## config.mk

```make
export PLATFORM = sky130hd
export DESIGN_NAME = sermul_coef
export DESIGN_NICKNAME = d
export VERILOG_FILES = /design/src/rtl/sermul_pkg.sv /design/src/rtl/sermul_gate.sv /design/src/rtl/sermul_core.sv /design/src/rtl/sermul_coef.sv
export SDC_FILE = /design/constraint.sdc
export NUM_CORES = 1
export LEC_CHECK = 0
export ABC_AREA = 1
export BUFFER_PORTS_ARGS = -buffer_cell sky130_fd_sc_hd__buf_2
export CORE_AREA = 10 10 91 93
export DETAILED_ROUTE_END_ITERATION = 7
export DIE_AREA = 0 0 101 103
export PLACE_DENSITY_LB_ADDON = 0.08
export SETUP_SLACK_MARGIN = 0.02
export SLEW_MARGIN = 20
export SYNTH_ARGS = -nofsm -noshare
export SYNTH_HDL_FRONTEND = slang
export SYNTH_SLANG_ARGS = --single-unit
```

## constraint.sdc

```tcl
create_clock -name clk -period 10.05 [get_ports clk]
set_clock_uncertainty 0.15 [all_clocks]
set_input_delay 1.005 -clock clk [delete_from_list [all_inputs] [get_ports clk]]
set_output_delay 1.005 -clock clk [all_outputs]
set_load 0.03 [all_outputs]
```

## src/rtl/sermul_pkg.sv

```systemverilog
package sermul_pkg;

    // control handed from the gating stage to the accumulator
    typedef struct packed {
        logic start;   // bit 0 of a fresh word
        logic active;  // an input bit of a word is being added
    } gate_ctl_t;

endpackage

```

## src/rtl/sermul_gate.sv

```systemverilog
module sermul_gate
    import sermul_pkg::*;
#(
    parameter int W        = 16,
    parameter bit GATE_REG = 1'b0
) (
    input  logic                clk,
    input  logic                rst_n,
    input  logic                in_start,
    input  logic                in_bit,
    input  logic [W-1:0]        coef,
    output gate_ctl_t           g_ctl,
    output logic signed [W:0]   g_addend
);

    localparam int IW = $clog2(W + 1);
    localparam logic [IW-1:0] IDLE = IW'(W);
    localparam logic [IW-1:0] LAST = IW'(W - 1);

    typedef struct packed {
        logic [IW-1:0] idx;   // index of the next expected bit, IDLE when none
        logic [W-1:0]  coef;  // coefficient held for the word
    } gate_st_t;

    gate_st_t          st_d, st_q;
    logic [IW-1:0]     cur;
    logic              active;
    logic [W-1:0]      coef_sel;
    logic signed [W:0] h;
    logic signed [W:0] gated;
    gate_ctl_t         ctl;

    always_comb begin
        st_d     = st_q;
        cur      = in_start ? '0 : st_q.idx;
        active   = in_start || (st_q.idx != IDLE);
        coef_sel = in_start ? coef : st_q.coef;
        h        = $signed({coef_sel[W-1], coef_sel});
        gated    = '0;
        if (active && in_bit) begin
            gated = (cur == LAST) ? -h : h;
        end
        if (in_start) begin
            st_d.coef = coef;
        end
        if (active) begin
            st_d.idx = cur + 1'b1;
        end
        ctl.start  = in_start;
        ctl.active = active;
    end

    always_ff @(posedge clk or negedge rst_n) begin
        if (!rst_n) begin
            st_q.idx  <= IDLE;
            st_q.coef <= '0;
        end else begin
            st_q <= st_d;
        end
    end

    generate
        if (GATE_REG) begin : g_reg
            always_ff @(posedge clk or negedge rst_n) begin
                if (!rst_n) begin
                    g_ctl    <= '0;
                    g_addend <= '0;
                end else begin
                    g_ctl    <= ctl;
                    g_addend <= gated;
                end
            end
        end else begin : g_mux
            assign g_ctl    = ctl;
            assign g_addend = gated;
        end
    endgenerate

endmodule

```

## src/rtl/sermul_core.sv

```systemverilog
module sermul_core
    import sermul_pkg::*;
#(
    parameter int W = 16
) (
    input  logic              clk,
    input  logic              rst_n,
    input  gate_ctl_t         g_ctl,
    input  logic signed [W:0] g_addend,
    output logic              out_start,
    output logic              out_valid,
    output logic              out_bit
);

    localparam int PW = 2 * W;
    localparam int CW = $clog2(PW + 1);
    localparam logic [CW-1:0] DONE = CW'(PW);

    typedef struct packed {
        logic [W:0]    acc;   // partial product, two's complement
        logic [CW-1:0] cnt;   // product bits emitted, DONE when idle
        logic          ob;
        logic          os;
        logic          ov;
    } core_st_t;

    core_st_t            st_d, st_q;
    logic                running;
    logic [W:0]          base;
    logic signed [W+1:0] sum;

    always_comb begin
        st_d    = st_q;
        running = g_ctl.start || (st_q.cnt != DONE);
        base    = g_ctl.start ? '0 : st_q.acc;
        sum     = $signed({base[W], base}) + $signed({g_addend[W], g_addend});
        st_d.ob = 1'b0;
        st_d.os = g_ctl.start;
        st_d.ov = running;
        if (running) begin
            st_d.ob  = sum[0];
            st_d.acc = sum[W+1:1];
            st_d.cnt = (g_ctl.start ? '0 : st_q.cnt) + 1'b1;
        end
    end

    always_ff @(posedge clk or negedge rst_n) begin
        if (!rst_n) begin
            st_q.acc <= '0;
            st_q.cnt <= DONE;
            st_q.ob  <= 1'b0;
            st_q.os  <= 1'b0;
            st_q.ov  <= 1'b0;
        end else begin
            st_q <= st_d;
        end
    end

    assign out_start = st_q.os;
    assign out_valid = st_q.ov;
    assign out_bit   = st_q.ob;

endmodule

```

## src/rtl/sermul_coef.sv

```systemverilog
module sermul_coef
    import sermul_pkg::*;
#(
    parameter int W        = 16,
    parameter bit GATE_REG = 1'b0
) (
    input  logic         clk,
    input  logic         rst_n,
    input  logic         in_start,
    input  logic         in_bit,
    input  logic [W-1:0] coef,
    output logic         out_start,
    output logic         out_valid,
    output logic         out_bit
);

    gate_ctl_t         g_ctl;
    logic signed [W:0] g_addend;

    sermul_gate #(.W(W), .GATE_REG(GATE_REG)) u_gate (
        .clk      (clk),
        .rst_n    (rst_n),
        .in_start (in_start),
        .in_bit   (in_bit),
        .coef     (coef),
        .g_ctl    (g_ctl),
        .g_addend (g_addend)
    );

    sermul_core #(.W(W)) u_core (
        .clk       (clk),
        .rst_n     (rst_n),
        .g_ctl     (g_ctl),
        .g_addend  (g_addend),
        .out_start (out_start),
        .out_valid (out_valid),
        .out_bit   (out_bit)
    );

endmodule

```

==> impl_metrics.tcl <==
set metrics [dict create \
    status "finished clean" \
    filler_cell_count 652 \
    startpoint_type "primary input" \
    slowest_stage "ha_1" \
    min_to "u_core.st_q[23]" \
    die_area_um2 10400 \
    clock_latency_ps 310 \
    maxSlewHeadroom_pct 38.8 \
    clock_sinks 47 \
    clockRootBuffer "clkbuf_8" \
    synth_top_family_by_area "simple AND/OR/NAND/NOR gates" \
    grt_pass1_vias 3087 \
    grt_use_total_pct 16.2 \
    p_leak_nw 1.95 \
    register_area_um2 1180 \
    core_area_um2 6570 \
    synth_xor_area_share_pct 1.99 \
    tns_ps 0 \
    rsz0062_at_grt "false" \
    grt_overflow_total 0 \
    grtUsageMet1_pct 20.8 \
    total_power_mw 0.509 \
    rr_worst_depth 18 \
    hold_viol 0 \
    dr.pass1.iters 6 \
    p_per_area_nw_per_um2 137 \
    worstPathArrival_ps 4800 \
    hp-class "register to register" \
    synth_cell_type_count 34 \
    yosysTopAreaCellShare_pct 32.0 \
    hold_path_startpoint "u_core.st_q[23]" \
    grt_max_degree 48 \
    ctsHoldBuffers 0 \
    die_x_um 101 \
    clock_path_buffers 2 \
    syn_avg_cell_area_um2 6.87 \
    syn_area_um2 3520 \
    synth-compound-area-share_pct 9.82 \
    crit_chain "buf_2 > inv_2 > nand2_1 > ha_1 > inv_1 > o21ai_0 > o21ai_0 > a21oi_1 > ha_1 > a21oi_1 > nor2_1 > nor2_1 > nand2_1 > or2_2 > nand3_1 > o21ai_0" \
    wl_per_cell_um 13.0 \
    synth_top_area_cell "dfrtp_1" \
    synth.ff_latch_count 47 \
    synthMuxAreaShare_pct 0 \
    drive_gt1_share_pct 12.6 \
    die_height_um 103 \
    syn_to_final_growth_pct 5.87 \
    drt.antenna.violating_nets 0 \
    critPathMaxStageDelay_ps 640 \
    dr.first_iter.drc_count 120 \
    fin_crit_ps 4790 \
    synth_enable_flop_cells 0 \
    h-tree-depth 2 \
    synth_fa_ha_area_share_pct 8.04 \
    ys_dominant_reg_cell "dfrtp_1" \
    ioPinCount 23 \
    critPathKind "primary input to register" \
    ys_seq_area_share_pct 33.5 \
    cts_resized 0 \
    setup_viol 0 \
    r2r-start "u_gate.st_q[16]" \
    multi_input_area_um2 1990 \
    fmax_mhz 209 \
    hpwlAfterDp_um 5920 \
    syn_nets 554 \
    start_util_pct 53.5 \
    grtUsageMet3_pct 3.35 \
    end_kind "register" \
    r2r_end "u_core.st_q[16]" \
    grt_antenna_before_repair 0 \
    synth_most_common_cell "nand2_1" \
    hold_depth 2 \
    synthTopCellsByCount "nand2_1 (149), nor2_1 (65), inv_1 (61)" \
    maxCapViolCount 0 \
    drc 0 \
    tightest_slew_ps 916 \
    syn_inst 512 \
    cts_buffers 5 \
    r2r_slack_ps 6220 \
    postCtsSetupBuffers 0 \
    n_antenna_cell 0 \
    critPathMaxFanout 40 \
    synth-simple-area-share_pct 36.9 \
    gp_congestion 0.918 \
    path_common_cell "o21ai_0" \
    fin_nets 572 \
    synth-async-reset-ratio_pct 100 \
    grt.busiest_layer "met2" \
    yosysWarnings 0 \
    postRouteWirelength_um 7940 \
    vdd_drop_max_mv 0.0655 \
    grt_util_met2_pct 27.2 \
    slew_viol_final 0 \
    cp.required_ps 10070 \
    rows 30 \
    synth_area_leaders "dfrtp_1 (32%), nand2_1 (16%), ha_1 (7.5%), nor2_1 (6.9%), inv_1 (6.5%)" \
    clk_pin_slew_ps 100 \
    grt_pass1_wl_um 13900 \
    cts_tree "built" \
    via_count 3161 \
    vias_per_cell 5.17 \
    io_buffers 22 \
    fin_crit_sh_pct 47.6 \
]
[logic make-up (layout without fill, tap and decap cells)]
logic type / count (synthesis) / after routing
AOI/OAI and AO/OA: 63 / 63
xor gates and xnor gates: 8 / 8
adders and majority gates: 22 / 22
buffers and inverters: 78 / 97
DFF: 47 / 47
and+or+nand+nor: 294 / 294
[routing by layer]
| layer | up-vias | routed length (um) |
|---|---|---|
| met4 | 0 | 63 |
| met3 | 7 | 388 |
| met1 | 1433 | 3820 |
| met5 | - | 0 |
| met2 | 67 | 3670 |
| li1 | 1654 | - |
[critical path, delay by kind of cell]
kind                       cells  cell delay [ps]
AOI/OAI and AO/OA              5              850
buffers and inverters          3             1160
adders and majority gates      2              940
and+or+nand+nor                6              820
[how the worst max path moves through the flow]
stage                            to      from  cells past startpoint  slack, ps
floorplan           u_core.st_q[24]  in_start                     22       5810
global placement    u_core.st_q[16]  in_start                     16       5100
detailed placement  u_core.st_q[16]  in_start                     16       4950
CTS                 u_core.st_q[16]  in_start                     16       5260
global route        u_core.st_q[16]  in_start                     16       4870
finish              u_core.st_q[16]  in_start                     16       5260
[final cells by class]
| class | instances | share of cell area (%) |
|---|---|---|
| flip-flops and latches | 47 | 31.7 |
| well taps | 80 | 2.69 |
| inverters | 66 | 6.65 |
| repair buffers | 23 | 3.16 |
| multi-input cells | 387 | 53.6 |
| clock inverters | 2 | 0.336 |
| clock buffers | 6 | 1.95 |
[flip-flops by register name, indices dropped and copies added (netlist names)]
name              cells
u_core.st_q          23
u_gate.st_q          21
u_core.out_bit        1
u_core.out_start      1
u_core.out_valid      1
[through the flow]
stage	setup WS [ps]	instance area, um^2	hold slack [ps]	cells	util [%]
after detailed placement	4950	3640	315	603	55.4
final	5260	3720	336	611	56.7
after global placement	5100	3640	313	603	55.4
after CTS	5260	3720	341	611	56.7
after floorplan	5810	3520	299	512	-
after global routing	4870	3720	365	611	56.7
[power by group]
group	total, mW	leakage (nW)	internal, mW	switching [mW]
sequential	0.230	0.569	0.218	0.0121
clock	0.117	0.0412	0.0488	0.0684
combinational	0.161	1.34	0.0563	0.105
[placed cells by master (no fill, tap or decap), types with 7 or more instances in the layout]
master and n:
a21oi_1 29, buf_2 22, dfrtp_1 45, ha_1 21, inv_1 61, nand2_1 149
nand2_2 15, nand3_1 34, nand3b_1 7, nor2_1 65, o21ai_0 21
Power figures use the tool's default switching activity.
